==> src/rtl/cs_pkg.sv <==
package cs_pkg;

    typedef struct packed {
        logic       en;
        logic [3:0] code;
        logic [1:0] waits;
    } region_cfg_t;

    typedef enum logic [1:0] {
        ST_IDLE,
        ST_WAIT,
        ST_LAST
    } acc_state_t;

    localparam logic [2:0] REG_LOWER    = 3'd0;
    localparam logic [2:0] REG_UPPER    = 3'd1;
    localparam logic [2:0] REG_MID      = 3'd2;
    localparam logic [2:0] REG_MID_BASE = 3'd3;
    localparam logic [2:0] REG_PER_BASE = 3'd4;
    localparam logic [2:0] REG_PER_CTRL = 3'd5;

endpackage

==> src/rtl/cs_cfg_regs.sv <==
module cs_cfg_regs
    import cs_pkg::*;
#(
    parameter int ADDR_W         = 20,
    parameter int MIN_SZ_LOG2    = 10,
    parameter int PER_BLK_LOG2   = 7,
    parameter int UPPER_RST_CODE = 0,
    localparam int MB_W = ADDR_W - MIN_SZ_LOG2,
    localparam int PB_W = ADDR_W - PER_BLK_LOG2
) (
    input  logic              clk_i,
    input  logic              rst_ni,
    input  logic              we_i,
    input  logic [2:0]        sel_i,
    input  logic [15:0]       data_i,
    output region_cfg_t       lower_o,
    output region_cfg_t       upper_o,
    output region_cfg_t       mid_o,
    output logic [MB_W-1:0]   mid_base_o,
    output logic [PB_W-1:0]   per_base_o,
    output logic              per_en_o,
    output logic              per_mem_o,
    output logic [1:0]        per_waits_o
);

    region_cfg_t wr_region;

    assign wr_region = '{en: data_i[4], code: data_i[3:0], waits: data_i[6:5]};

    always_ff @(posedge clk_i or negedge rst_ni) begin
        if (!rst_ni) begin
            lower_o     <= '0;
            upper_o     <= '{en: 1'b1, code: 4'(UPPER_RST_CODE), waits: 2'd3};
            mid_o       <= '0;
            mid_base_o  <= '0;
            per_base_o  <= '0;
            per_en_o    <= 1'b0;
            per_mem_o   <= 1'b0;
            per_waits_o <= '0;
        end else if (we_i) begin
            case (sel_i)
                REG_LOWER:    lower_o    <= wr_region;
                REG_UPPER:    upper_o    <= wr_region;
                REG_MID:      mid_o      <= wr_region;
                REG_MID_BASE: mid_base_o <= data_i[MB_W-1:0];
                REG_PER_BASE: per_base_o <= data_i[PB_W-1:0];
                REG_PER_CTRL: begin
                    per_en_o    <= data_i[0];
                    per_mem_o   <= data_i[1];
                    per_waits_o <= data_i[3:2];
                end
                default: ;
            endcase
        end
    end

endmodule

==> src/rtl/cs_addr_decode.sv <==
module cs_addr_decode
    import cs_pkg::*;
#(
    parameter int ADDR_W       = 20,
    parameter int MIN_SZ_LOG2  = 10,
    parameter int PER_BLK_LOG2 = 7,
    parameter int N_MID        = 4,
    parameter int N_PER        = 7,
    localparam int MB_W     = ADDR_W - MIN_SZ_LOG2,
    localparam int PB_W     = ADDR_W - PER_BLK_LOG2,
    localparam int LOG_W    = $clog2(ADDR_W + 1),
    localparam int QSH      = $clog2(N_MID),
    localparam int CODE_MAX = ADDR_W - MIN_SZ_LOG2
) (
    input  logic [ADDR_W-1:0] addr_i,
    input  logic              is_mem_i,
    input  region_cfg_t       lower_i,
    input  region_cfg_t       upper_i,
    input  region_cfg_t       mid_i,
    input  logic [MB_W-1:0]   mid_base_i,
    input  logic [PB_W-1:0]   per_base_i,
    input  logic              per_en_i,
    input  logic              per_mem_i,
    input  logic [1:0]        per_waits_i,
    output logic              lo_hit_o,
    output logic              up_hit_o,
    output logic [N_MID-1:0]  mid_hit_o,
    output logic [N_PER-1:0]  per_hit_o,
    output logic [1:0]        waits_o
);

    localparam logic [ADDR_W-1:0] ONES = {ADDR_W{1'b1}};

    function automatic logic [LOG_W-1:0] span_log(input logic [3:0] code);
        if (int'(code) > CODE_MAX) return LOG_W'(ADDR_W);
        else return LOG_W'(MIN_SZ_LOG2 + int'(code));
    endfunction

    logic [LOG_W-1:0]  lo_log, up_log, mid_log;
    logic [ADDR_W-1:0] lo_mask, up_mask, mid_mask, mid_full, q_shift;
    logic              lo_raw, up_raw, mid_match, per_ok;
    logic [QSH-1:0]    qidx;
    logic [N_MID-1:0]  mid_raw;
    logic [N_PER-1:0]  per_raw;
    logic [PB_W-1:0]   blk_off;

    always_comb begin
        lo_log   = span_log(lower_i.code);
        up_log   = span_log(upper_i.code);
        mid_log  = span_log(mid_i.code);
        lo_mask  = ONES << lo_log;
        up_mask  = ONES << up_log;
        mid_mask = ONES << mid_log;
        mid_full = {mid_base_i, {MIN_SZ_LOG2{1'b0}}};

        lo_raw    = lower_i.en && is_mem_i && ((addr_i & lo_mask) == '0);
        up_raw    = upper_i.en && is_mem_i && ((addr_i & up_mask) == up_mask);
        mid_match = mid_i.en && is_mem_i && ((addr_i & mid_mask) == (mid_full & mid_mask));
        q_shift   = addr_i >> (mid_log - LOG_W'(QSH));
        qidx      = q_shift[QSH-1:0];

        blk_off = addr_i[ADDR_W-1:PER_BLK_LOG2] - per_base_i;
        per_ok  = per_en_i && (is_mem_i == per_mem_i);
    end

    for (genvar gm = 0; gm < N_MID; gm++) begin : g_mid
        assign mid_raw[gm] = mid_match && (qidx == QSH'(gm));
    end

    for (genvar gp = 0; gp < N_PER; gp++) begin : g_per
        assign per_raw[gp] = per_ok && (blk_off == PB_W'(gp));
    end

    always_comb begin
        lo_hit_o  = lo_raw;
        up_hit_o  = up_raw && !lo_raw;
        mid_hit_o = (lo_raw || up_raw) ? '0 : mid_raw;
        per_hit_o = (lo_raw || up_raw || (|mid_raw)) ? '0 : per_raw;
        if (lo_hit_o)        waits_o = lower_i.waits;
        else if (up_hit_o)   waits_o = upper_i.waits;
        else if (|mid_hit_o) waits_o = mid_i.waits;
        else if (|per_hit_o) waits_o = per_waits_i;
        else                 waits_o = 2'd0;
    end

endmodule

==> src/rtl/cs_wait_fsm.sv <==
module cs_wait_fsm
    import cs_pkg::*;
#(
    parameter int N_SEL = 13
) (
    input  logic             clk_i,
    input  logic             rst_ni,
    input  logic             strobe_i,
    input  logic [N_SEL-1:0] hit_i,
    input  logic [1:0]       waits_i,
    output logic [N_SEL-1:0] sel_o,
    output logic             rdy_o
);

    acc_state_t state, nxt;
    logic [1:0] cnt;

    always_ff @(posedge clk_i or negedge rst_ni) begin
        if (!rst_ni) state <= ST_IDLE;
        else         state <= nxt;
    end

    always_comb begin
        nxt = state;
        unique case (state)
            ST_IDLE: if (strobe_i) nxt = (waits_i == 2'd0) ? ST_LAST : ST_WAIT;
            ST_WAIT: if (cnt == 2'd1) nxt = ST_LAST;
            ST_LAST: nxt = ST_IDLE;
            default: nxt = ST_IDLE;
        endcase
    end

    always_ff @(posedge clk_i or negedge rst_ni) begin
        if (!rst_ni) begin
            sel_o <= '0;
            cnt   <= '0;
        end else begin
            unique case (state)
                ST_IDLE: if (strobe_i) begin
                    sel_o <= hit_i;
                    cnt   <= waits_i;
                end
                ST_WAIT: cnt   <= cnt - 2'd1;
                ST_LAST: sel_o <= '0;
                default: sel_o <= '0;
            endcase
        end
    end

    assign rdy_o = (state != ST_WAIT);

endmodule

==> src/rtl/addr_chip_select.sv <==
module addr_chip_select
    import cs_pkg::*;
#(
    parameter int ADDR_W         = 20,
    parameter int MIN_SZ_LOG2    = 10,
    parameter int PER_BLK_LOG2   = 7,
    parameter int UPPER_RST_CODE = 0,
    parameter int N_MID          = 4,
    parameter int N_PER          = 7
) (
    input  logic              clk_i,
    input  logic              rst_ni,
    input  logic [ADDR_W-1:0] addr_i,
    input  logic              mem_io_i,
    input  logic              as_i,
    input  logic              cfg_we_i,
    input  logic [2:0]        cfg_sel_i,
    input  logic [15:0]       cfg_data_i,
    output logic              low_cs_no,
    output logic              up_cs_no,
    output logic [N_MID-1:0]  mid_cs_no,
    output logic [N_PER-1:0]  per_cs_no,
    output logic              rdy_o
);

    localparam int MB_W  = ADDR_W - MIN_SZ_LOG2;
    localparam int PB_W  = ADDR_W - PER_BLK_LOG2;
    localparam int N_SEL = 2 + N_MID + N_PER;

    region_cfg_t       lower_cfg, upper_cfg, mid_cfg;
    logic [MB_W-1:0]   mid_base;
    logic [PB_W-1:0]   per_base;
    logic              per_en, per_mem;
    logic [1:0]        per_waits, hit_waits;
    logic              lo_hit, up_hit;
    logic [N_MID-1:0]  mid_hit;
    logic [N_PER-1:0]  per_hit;
    logic [N_SEL-1:0]  sel_q;

    cs_cfg_regs #(
        .ADDR_W(ADDR_W), .MIN_SZ_LOG2(MIN_SZ_LOG2),
        .PER_BLK_LOG2(PER_BLK_LOG2), .UPPER_RST_CODE(UPPER_RST_CODE)
    ) u_regs (
        .clk_i(clk_i), .rst_ni(rst_ni), .we_i(cfg_we_i), .sel_i(cfg_sel_i),
        .data_i(cfg_data_i), .lower_o(lower_cfg), .upper_o(upper_cfg),
        .mid_o(mid_cfg), .mid_base_o(mid_base), .per_base_o(per_base),
        .per_en_o(per_en), .per_mem_o(per_mem), .per_waits_o(per_waits)
    );

    cs_addr_decode #(
        .ADDR_W(ADDR_W), .MIN_SZ_LOG2(MIN_SZ_LOG2),
        .PER_BLK_LOG2(PER_BLK_LOG2), .N_MID(N_MID), .N_PER(N_PER)
    ) u_dec (
        .addr_i(addr_i), .is_mem_i(mem_io_i), .lower_i(lower_cfg),
        .upper_i(upper_cfg), .mid_i(mid_cfg), .mid_base_i(mid_base),
        .per_base_i(per_base), .per_en_i(per_en), .per_mem_i(per_mem),
        .per_waits_i(per_waits), .lo_hit_o(lo_hit), .up_hit_o(up_hit),
        .mid_hit_o(mid_hit), .per_hit_o(per_hit), .waits_o(hit_waits)
    );

    cs_wait_fsm #(.N_SEL(N_SEL)) u_fsm (
        .clk_i(clk_i), .rst_ni(rst_ni), .strobe_i(as_i),
        .hit_i({per_hit, mid_hit, up_hit, lo_hit}), .waits_i(hit_waits),
        .sel_o(sel_q), .rdy_o(rdy_o)
    );

    assign low_cs_no = ~sel_q[0];
    assign up_cs_no  = ~sel_q[1];
    assign mid_cs_no = ~sel_q[2 +: N_MID];
    assign per_cs_no = ~sel_q[2 + N_MID +: N_PER];

endmodule

==> config.mk <==
export PLATFORM = sky130hd
export DESIGN_NAME = addr_chip_select
export DESIGN_NICKNAME = d
export VERILOG_FILES = /design/src/rtl/cs_pkg.sv /design/src/rtl/cs_cfg_regs.sv /design/src/rtl/cs_addr_decode.sv /design/src/rtl/cs_wait_fsm.sv /design/src/rtl/addr_chip_select.sv
export SDC_FILE = /design/constraint.sdc
export NUM_CORES = 1
export LEC_CHECK = 0
export BUFFER_PORTS_ARGS = -buffer_cell sky130_fd_sc_hd__buf_2
export CELL_PAD_IN_SITES_DETAIL_PLACEMENT = 1
export CELL_PAD_IN_SITES_GLOBAL_PLACEMENT = 2
export CORE_ASPECT_RATIO = 0.8
export CORE_UTILIZATION = 39
export CTS_CLUSTER_SIZE = 40
export DETAILED_ROUTE_END_ITERATION = 16
export MAX_ROUTING_LAYER = met4
export PLACE_DENSITY = 0.95
export REMOVE_ABC_BUFFERS = 1
export SLEW_MARGIN = 20
export SYNTH_ARGS = -nofsm -noshare
export SYNTH_HDL_FRONTEND = slang
export SYNTH_SLANG_ARGS = --single-unit
export TNS_END_PERCENT = 30
==> constraint.sdc <==
create_clock -name clk_i -period 6.05 [get_ports clk_i]
set_input_delay 0.9075 -clock clk_i [delete_from_list [all_inputs] [get_ports clk_i]]
set_output_delay 0.9075 -clock clk_i [all_outputs]
set_load 0.03 [all_outputs]
==> results.tsv, run 1 <==
metric	value	unit
crit path launch type	flop	
first-pass GRT wire length	27460	um
Rel. slew slack	0.4346	
period utilisation layout	0.6688	
total CTS buffers	9	
worst setup path class	flop to flop	
# setup viols final	0	
Hold Vio Cnt, Final	0	
H-tree levels	3	
Core Box Area	0.01287	mm^2
Area after DPL	0.005564	mm^2
largest net degree at the start of global routing	66	
Synth area leader	dfrtp_1	
status	completed	
PortBufs	54	
total negative setup slack	0	ns
combinational power share	0.441	
DR DRC count	0	
Post-Syn Instances	613	
Critical Path Max Stage Delay	0.76	ns
P&R area growth vs syn	13.61	%
Post-Place Cells	816	
die width	130.7	um
Setup Buffers After CTS	0	
Initial DRC Count	275	
nets	717	
synth top area cells	dfrtp_1 30%, mux2_2 6.8%, ha_1 4.8%	
initial antenna violation count	0	
fin crit period	4.047	ns
CP max stage cell	dfrtp_1	
Peak Freq	247.1	MHz
Post-Route WL	17130	um
ant diodes	0	
Worst setup EP type	flop	
synthesized area per cell	8.430	um^2
fin cells	832	
leakage	0.002474	uW
Die ar.	0.01372	mm^2
cells along the critical path	nand2_1 > nand2b_1 > a21o_1 > inv_1 > ha_1 > ha_1 > a2111oi_0 > and4_1 > nand3b_1 > o41ai_1 > o21ai_0 > mux2i_1 > a21oi_1 > a21o_1	
Syn. warnings	0	
Most used DFF post-synth	dfrtp_1	
RSZ-0062 raised after global routing	false	
internal power	1215	uW
CP required	6.28	ns
Reg power frac	0.302	
Worst-Skew Late Latency	0.34	ns
asr flop ratio synth	1.000	
Synth Cell Area	0.005167	mm^2
Sw Pwr	854.2	uW
EDFF count, synth	0	
Slew @ Worst Pin	0.8480	ns
Seq/Total Area, Yosys	0.3155	
Routed Antenna Nets	0	
final worst setup slack	2.003	ns
Slew Limit Fails	0	
Hold WS	0.5035	ns
clk slew on worst S/H paths	0.06	ns
Overflow after GRT	0	
initial core utilization	0.4015	
Setup WS pre-CTS	1.773	ns
VDD IR max	0.1775	mV
Data arrival, critical path	4.28	ns
average wire per standard cell	20.59	um
post-DP HPWL	12720	um
final instance area	0.005871	mm^2
CTS tree	yes	
max-cap violations	0	
GP Congestion	0.9055	
Die H	105.0	um
Clock Tree Buf Depth	2	
vias per inst	6.030	
# clock sinks	65	
crit-path max FO	19	
first-pass iteration count of the detailed router	4	
Root Buffer	clkbuf_16	
post-CTS resize count	0	
vias in the first global route	5184	
Clock Power Share	0.257	
FP Rows	37	
skew final	0.009169	ns
PD cells	352.4	mW/mm^2
via count	5017	
Cell variety after synth	78	
FILL cells	1590	
IO Pins	58	
Hold Buf Count CTS	0	
Synth top area share	0.3002	
sw frac	0.4129	
Overall Global Routing Usage	0.2738	
share of cells above drive strength 1	0.1857	
min-delay worst type	flop to flop	
Yosys reg bits	65	
-- sequential cells by signal, indices dropped and copies added, names as in the netlist --
| register | cells |
|---|---|
| u_regs.per_base_o | 13 |
| u_regs.per_en_o | 1 |
| u_fsm.cnt | 2 |
| u_fsm.sel_o | 13 |
| u_regs.per_waits_o | 2 |
| u_regs.per_mem_o | 1 |
| u_regs.mid_o | 7 |
| u_regs.upper_o | 7 |
| u_regs.mid_base_o | 10 |
| u_fsm.state | 2 |
| u_regs.lower_o | 7 |
-- path summary, 6_finish.rpt --
kind / start / end / slack, ns / cells after the start
hold reg to reg: u_fsm.sel_o[1] / u_fsm.sel_o[1] / 0.50 / 2
setup reg to reg: u_regs.mid_o[2] / u_fsm.state[1] / 2.00 / 14
min in group asynchronous: rst_ni / u_fsm.sel_o[4] / 0.75 / 2
max in group asynchronous: rst_ni / u_regs.upper_o[3] / 4.73 / 2
setup / recovery: u_regs.mid_o[2] / u_fsm.state[1] / 2.00 / 14
hold / removal: u_fsm.sel_o[1] / u_fsm.sel_o[1] / 0.50 / 2
-- power groups by stage --
| stage | Clock, uW | Sequential (uW) | Combinational, uW |
|---|---|---|---|
| after floorplan | 0 | 598 | 660 |
| after global placement | 0 | 623 | 857 |
| after detailed placement | 0 | 629 | 895 |
| after CTS | 538 | 623 | 906 |
| after global routing | 552 | 642 | 1010 |
| final | 532 | 625 | 912 |
-- synthesized netlist by cell type, types with 12 or more instances --
cell type / number
dfrtp_1: 62
nand2_1: 57
inv_1: 49
a21oi_1: 46
o21ai_0: 37
nor2_1: 36
mux2_2: 31
clkbuf_1: 22
ha_1: 20
nand3_1: 18
a21o_1: 15
a22o_1: 14
nor2b_1: 14
nor3_1: 12
-- critical path, delay by kind of cell (launching register included) --
kind / cells / cell delay [ns]
AO/OA/AOI/OAI: 6 / 1.71
flip-flops: 1 / 0.76
AND/OR/NAND/NOR: 4 / 0.76
adder cells (fa/ha/maj): 2 / 0.43
multiplexers: 1 / 0.22
buffers and inverters: 1 / 0.05
-- logic make-up after synthesis --
logic type,share of synthesized area
buf+inv,0.06101
mux,0.08232
compound gates,0.2676
flops,0.3155
xor+xnor,0.02373
simple gates,0.1976
fa+ha+maj,0.05230
-- through the flow --
stage / total power, uW / utilization
3_3_place_gp: 1480 / 0.4323
6_report: 2069 / 0.4562
4_1_cts: 2066 / 0.4555
5_1_grt: 2205 / 0.4562
2_1_floorplan: 1259 / -
3_5_place_dp: 1524 / 0.4323
-- routing by layer --
metal	share of wire	up-vias	track usage	wire length [um]
li1	-	2343	-	-
met1	0.44	2495	0.3610	7485
met2	0.46	149	0.4138	7850
met3	0.078	30	0.05120	1341
met4	0.027	0	0.1051	454
met5	0	-	-	0
-- cells in the final DEF, fill, tap and decap left out, types with 14 or more instances in the layout --
master	count
buf_2	54
nand2_1	57
nand3_1	18
ha_1	20
nor2_1	36
a21o_1	15
dfrtp_1	62
mux2_2	31
o21ai_0	37
nor2b_1	14
inv_1	49
a22o_1	14
a21oi_1	45
-- final cells by class --
type                    count  area, um^2  share of cell area
clock buffers              11       242.7             0.04135
repair buffers             58       300.3             0.05115
inverters                  50       187.7             0.03197
clock inverters             5       55.05            0.009378
multi-input cells         468        3236              0.5512
flip-flops and latches     65        1630              0.2777
well taps                 175       219.0             0.03730
Note: power is estimated with default switching activity, not from simulation.
==> run 2: changes to the inputs <==
ABC_AREA = 1   (was unset)
CORE_UTILIZATION = 33   (was 39)
PLACE_DENSITY = 0.9   (was 0.95)
clock period = 3.75 ns   (was 6.05 ns; I/O delays follow)
==> results.tsv, run 2 <==
metric	value	unit	change
die width	140.2	um	+7.3%
total negative setup slack	0	ns	unchanged
Clock Power Share	0.298		+0.041
Worst-Skew Late Latency	0.34	ns	about the same
largest net degree at the start of global routing	34		-48%
Post-Synth XOR/XNOR Area	0.03274		+0.009009
Rel. slew slack	0.3728		-0.06188
Reg power frac	0.292		-0.010
Synth Cell Area	0.005045	mm^2	-2.4%
most common cell after layout, fill and taps aside	nand2_1		
fin crit period	3.419	ns	-0.6280 ns
DR DRC count	0		unchanged
Seq/Total Area, Yosys	0.3232		+0.007668
Root Buffer	clkbuf_16		
Overall Global Routing Usage	0.2301		-0.04376
Peak Freq	292.5	MHz	+18%
simple-gate area share of the yosys netlist	0.3222		+0.1246
initial antenna violation count	0		unchanged
reg2reg start	u_regs.mid_o[3]		
RSZ-0062 raised after global routing	false		
worst r2r dst	u_fsm.sel_o[3]		
# clock sinks	65		unchanged
largest family of logic cells by synthesized area	simple AND/OR/NAND/NOR gates		
crit path from	u_regs.mid_o[3]		
P&R area growth vs syn	16.00	%	
Compound-Gate Fraction of Synth Area	0.1548		-0.1128
Critical Path Max Stage Delay	0.48	ns	-0.28 ns
clk slew on worst S/H paths	0.06	ns	about the same
power after layout	3174	uW	+53%
max-cap violations	0		unchanged
Overflow after GRT	0		unchanged
Die ar.	0.01579	mm^2	+15%
CP endpoint	u_fsm.sel_o[3]		
skew final	0.007237	ns	-0.001933 ns
Cell variety after synth	42		-46%
status	completed		
Area after DPL	0.005514	mm^2	-0.90%
post-CTS resize count	0		unchanged
multiplexer share of the synthesized area	0.004216		-0.07811
Die H	112.6	um	+7.3%
GP Congestion	0.8554		-5.5%
PD cells	542.4	mW/mm^2	+54%
cells along the critical path	ha_1 > a21oi_2 > inv_1 > ha_1 > inv_1 > o21ai_0 > a21oi_1 > o311ai_0 > nand4_1 > o21ai_0 > nor2_1 > nand2_1 > o21ai_0		
largest registers	u_fsm.sel_o (13), u_regs.per_base_o (13), u_regs.mid_base_o (10)		
IO Pins	58		unchanged
post-synthesis adder-cell area fraction	0.05357		+0.001271
vias per inst	5.006		-17%
CP max stage cell	dfrtp_1		
Syn. warnings	0		unchanged
min-delay worst type	input pin to async pin		
first-pass GRT wire length	27320	um	-0.50%
H-tree levels	3		unchanged
Sw Pwr	1298	uW	+52%
final instance area	0.005852	mm^2	-0.32%
VDD IR max	0.2190	mV	+23%
Worst setup EP type	flop		
nets	890		+24%
Core Box Area	0.01496	mm^2	+16%
period utilisation layout	0.9116		+0.2428
top cells by count, synth	211 x nand2_1, 122 x inv_1, 80 x o21ai_0, 72 x nor2_1, 62 x dfrtp_1		
via count	5101		+1.7%
Synth top area share	0.3075		+0.007298
crit-path max FO	8		-11
Setup Buffers After CTS	0		unchanged
Post-Syn Instances	770		+26%
total CTS buffers	9		unchanged
first-pass iteration count of the detailed router	5		+1
Most used DFF post-synth	dfrtp_1		
EDFF count, synth	0		unchanged
PortBufs	54		unchanged
Reg2Reg Setup Slack	0.33	ns	-1.67 ns
combinational power share	0.410		-0.031
initial core utilization	0.3371		-0.06439
asr flop ratio synth	1.000		unchanged
Yosys reg bits	65		unchanged
# setup viols final	0		unchanged
CP required	3.93	ns	-2.35 ns
Slew @ Worst Pin	0.9409	ns	+0.09281 ns
Hold WS	0.3067	ns	-0.1968 ns
crit path launch type	flop		
sw frac	0.4090		-0.003952
synth top area cells	dfrtp_1 31%, nand2_1 16%, inv_1 9.1%		
leakage	0.003032	uW	+23%
internal power	1876	uW	+54%
count leader, synth	nand2_1		
Hold Buf Count CTS	0		unchanged
synthesized area per cell	6.552	um^2	-22%
Most common cell on crit path	o21ai_0		
share of cells above drive strength 1	0.1289		-0.05678
Initial DRC Count	292		+6.2%
Hold Vio Cnt, Final	0		unchanged
Post-Route WL	16740	um	-2.3%
Clock Tree Buf Depth	2		unchanged
ant diodes	0		unchanged
FP Rows	40		+8.1%
Synth area leader	dfrtp_1		
FF-to-FF path depth	13		-1
Slew Limit Fails	0		unchanged
average wire per standard cell	16.43	um	-20%
worst setup path class	flop to flop		
Data arrival, critical path	3.60	ns	-0.68 ns
vias in the first global route	5099		-1.6%
most frequent cells in the layout	211 x nand2_1, 122 x inv_1, 80 x o21ai_0		
post-DP HPWL	13200	um	+3.8%
CTS tree	yes		
Routed Antenna Nets	0		unchanged
## run 2: cell types whose count changed in the layout (fill, tap and decap cells not counted), sizes merged, moves of 15 or more
cell / change
a21oi: -15
nor2: +37
nand2: +165
o21ai: +41
mux2: -31
inv: +78
nand3: +43
a21o: -15
## run 2: final cells by class
class                   count  area, um^2
inverters                 127       476.7
flip-flops and latches     65        1630
multi-input cells         563        2863
clock buffers              11       252.7
fillers                  1948        9112
repair buffers             59       307.8
clock inverters             5       85.08
well taps                 189       236.5
## run 2: logic make-up (layout without fill, tap and decap cells)
kind of cell               count (synthesis)  count (layout)
and+or+nand+nor                          381             381
buffers and inverters                    142             202
AOI/OAI and AO/OA                        141             141
DFF                                       65              65
adders and majority gates                 21              21
xor gates and xnor gates                  18              18
muxes                                      2               2
## run 2: worst min-delay path by stage
stage	from	end	slack (ns)	depth (start not counted)
floorplan	rst_ni	u_fsm.cnt[0]	0.27	0
global placement	u_regs.lower_o[6]	u_regs.lower_o[6]	0.47	2
detailed placement	u_regs.lower_o[1]	u_regs.lower_o[1]	0.47	2
CTS	rst_ni	u_fsm.sel_o[3]	0.33	1
global route	rst_ni	u_regs.per_base_o[11]	0.36	1
finish	rst_ni	u_regs.per_base_o[11]	0.31	1
## run 2: critical path, delay by kind of cell (launching register included)
family          cells  cell delay [ns]
compound gates      6             1.32
fa+ha+maj           2             0.84
buf+inv             2             0.27
flops               1             0.48
simple gates        3             0.35
## run 2: power groups by stage
stage          combinational [uW]  sequential (uW)  clock, uW
6_report                     1300              928        945
3_3_place_gp                 1260              933          0
2_1_floorplan                 918              901          0
5_1_grt                      1470              945        992
4_1_cts                      1300              929        965
3_5_place_dp                 1280              939          0
## run 2: through the flow
step	util	setup WS, ns	instances
final	0.3911	0.3314	1019
after floorplan	-	0.5718	755
after global placement	0.3685	0.2201	1003
after CTS	0.3911	0.3436	1019
after global routing	0.3911	0.05139	1019
after detailed placement	0.3685	0.1031	1003
## run 2: layer usage
metal	GRT usage	part of all wire	vias up
li1	-	-	2589
met1	0.3204	0.51	2438
met2	0.3547	0.45	64
met3	0.02858	0.027	10
met4	0.05421	0.0089	0
met5	-	0	-
==> run 3: changes to the inputs <==
==> constraint.sdc (replaced) <==
create_clock -name clk_i -period 3.75 [get_ports clk_i]
set_input_delay 0.9375 -clock clk_i [delete_from_list [all_inputs] [get_ports clk_i]]
set_output_delay 0.9375 -clock clk_i [all_outputs]
set_load 0.03 [all_outputs]
==> results.tsv, run 3 (same netlist as run 2, synthesis figures left out) <==
metric	value	unit	change
status	completed		
Slew Limit Fails	0		unchanged
most frequent cells in the layout	211 x nand2_1, 121 x inv_1, 80 x o21ai_0		
Rel. slew slack	0.4344		+0.06160
largest net degree at the start of global routing	37		+8.8%
P&R area growth vs syn	17.26	%	
FILL cells	1965		+0.87%
post-CTS resize count	0		unchanged
vias in the first global route	5095		-0.078%
crit path launch type	input pin		
Die H	112.6	um	unchanged
Overall Global Routing Usage	0.2300		about the same
max-cap violations	0		unchanged
fin crit period	3.414	ns	-0.004784 ns
period utilisation layout	0.9103		-0.001276
Die ar.	0.01579	mm^2	unchanged
H-tree levels	3		unchanged
Most common cell on crit path	nand2_1		
worst setup path class	input pin to flop		
Data arrival, critical path	3.64	ns	+0.04 ns
Clock Tree Buf Depth	2		unchanged
leakage	0.003069	uW	+1.2%
skew final	0.005401	ns	-0.001836 ns
Setup Buffers After CTS	0		unchanged
first-pass iteration count of the detailed router	4		-1
initial antenna violation count	0		unchanged
GP Congestion	0.8884		+3.9%
DR DRC count	0		unchanged
cells along the critical path	buf_2 > inv_1 > ha_1 > inv_1 > fa_1 > nand3_1 > nand3_1 > buf_4 > nand2_1 > nand2_1 > xor2_1 > nor2_1 > nand3_1 > nor2_1 > nand4_1 > nand3_1 > nor2_2 > nor2_1 > nor2_1 > nand2_1 > nand2_1 > nand2_1		
Peak Freq	292.9	MHz	+0.14%
Root Buffer	clkbuf_16		
clk slew on worst S/H paths	0.05	ns	about the same
Worst Path Buf+Inv	4		+2
most common cell after layout, fill and taps aside	nand2_1		
Worst-Skew Late Latency	0.34	ns	about the same
share of cells above drive strength 1	0.1473		+0.01835
CTS tree	yes		
# setup viols final	0		unchanged
family with the most delay on the worst path	simple AND/OR/NAND/NOR gates		
Routed Antenna Nets	0		unchanged
Initial DRC Count	245		-16%
RSZ-0062 raised after global routing	false		
Worst setup EP type	flop		
power after layout	3025	uW	-4.7%
total CTS buffers	9		unchanged
Hold WS	0.4822	ns	+0.1755 ns
Core Box Area	0.01496	mm^2	unchanged
PortBufs	54		unchanged
vias per inst	5.064		+1.2%
post-DP HPWL	13300	um	+0.77%
Area after DPL	0.005617	mm^2	+1.9%
VDD IR max	0.2593	mV	+18%
via count	5221		+2.4%
Post-Route WL	16430	um	-1.8%
Critical Path Max Stage Delay	0.39	ns	-0.09 ns
CP max stage cell	fa_1		
crit-path max FO	7		-1
ant diodes	0		unchanged
Post-Place Cells	1015		+1.2%
CP required	3.98	ns	+0.05 ns
initial core utilization	0.3371		unchanged
IO Pins	58		unchanged
Slew @ Worst Pin	0.8485	ns	-0.09240 ns
PD cells	511.4	mW/mm^2	-5.7%
FP Rows	40		unchanged
Overflow after GRT	0		unchanged
fin cells	1031		+1.2%
nets	902		+1.3%
Hold Vio Cnt, Final	0		unchanged
largest registers	u_fsm.sel_o (13), u_regs.per_base_o (13), u_regs.mid_base_o (10)		
total negative setup slack	0	ns	unchanged
min-delay worst type	flop to flop		
die width	140.2	um	unchanged
Hold Buf Count CTS	0		unchanged
# clock sinks	65		unchanged
final instance area	0.005916	mm^2	+1.1%
first-pass GRT wire length	27200	um	-0.43%
average wire per standard cell	15.94	um	-3.0%
[run 3: changes by cell type in the layout (fill, tap and decap cells not counted), moves of 2 or more]
cell	delta
buf_4	+11
bufinv_16	-2
clkinv_2	+2
clkinv_4	+2
nor3_1	-3
nor3_2	+3
[run 3: routing by layer]
layer / vias to the layer above / track usage / share of wire
met4: 0 / 0.05568 / 0.014
met3: 14 / 0.03669 / 0.038
met5: - / - / 0
met2: 91 / 0.3520 / 0.44
li1: 2610 / - / -
met1: 2506 / 0.3171 / 0.51
[run 3: worst paths after layout]
kind	from	to	slack, ns	cells past startpoint
min in group asynchronous	rst_ni	u_regs.per_base_o[11]	0.66	1
max	addr_i[7]	u_fsm.state[0]	0.34	22
min	u_regs.per_base_o[3]	u_regs.per_base_o[3]	0.48	2
max reg2reg	u_regs.mid_o[3]	u_fsm.sel_o[3]	0.35	13
min reg2reg	u_regs.per_base_o[3]	u_regs.per_base_o[3]	0.48	2
max in group asynchronous	rst_ni	u_regs.upper_o[6]	2.39	2
[run 3: worst min-delay path, cell delays in order (launching register included)]
cell     delay [ns]
dfrtp_1        0.34
nand2_1        0.05
o21ai_0        0.05
[run 3: report_power, final]
| part | switching, uW | total [uW] | internal (uW) |
|---|---|---|---|
| Combinational | 861 | 1320 | 461 |
| Sequential | 106 | 923 | 817 |
| Clock | 315 | 780 | 465 |
| Total | 1280 | 3020 | 1740 |
[run 3: through the flow]
stage            util  setup slack [ns]
2_1_floorplan       -            0.5317
3_3_place_gp   0.3753           0.09780
5_1_grt        0.3953          0.002036
4_1_cts        0.3942            0.3455
6_report       0.3953            0.3362
3_5_place_dp   0.3753           0.04868
[run 3: area by class of cell]
cell class                      instances  area (um^2)  area share
Clock buffer                           10        239.0     0.04040
Clock inverter                          6        43.79    0.007403
Inverter                              127        476.7     0.08058
Multi-Input combinational cell        563         2878      0.4865
Sequential cell                        65         1632      0.2758
Tap cell                              189        236.5     0.03997
Timing Repair Buffer                   71        410.4     0.06937
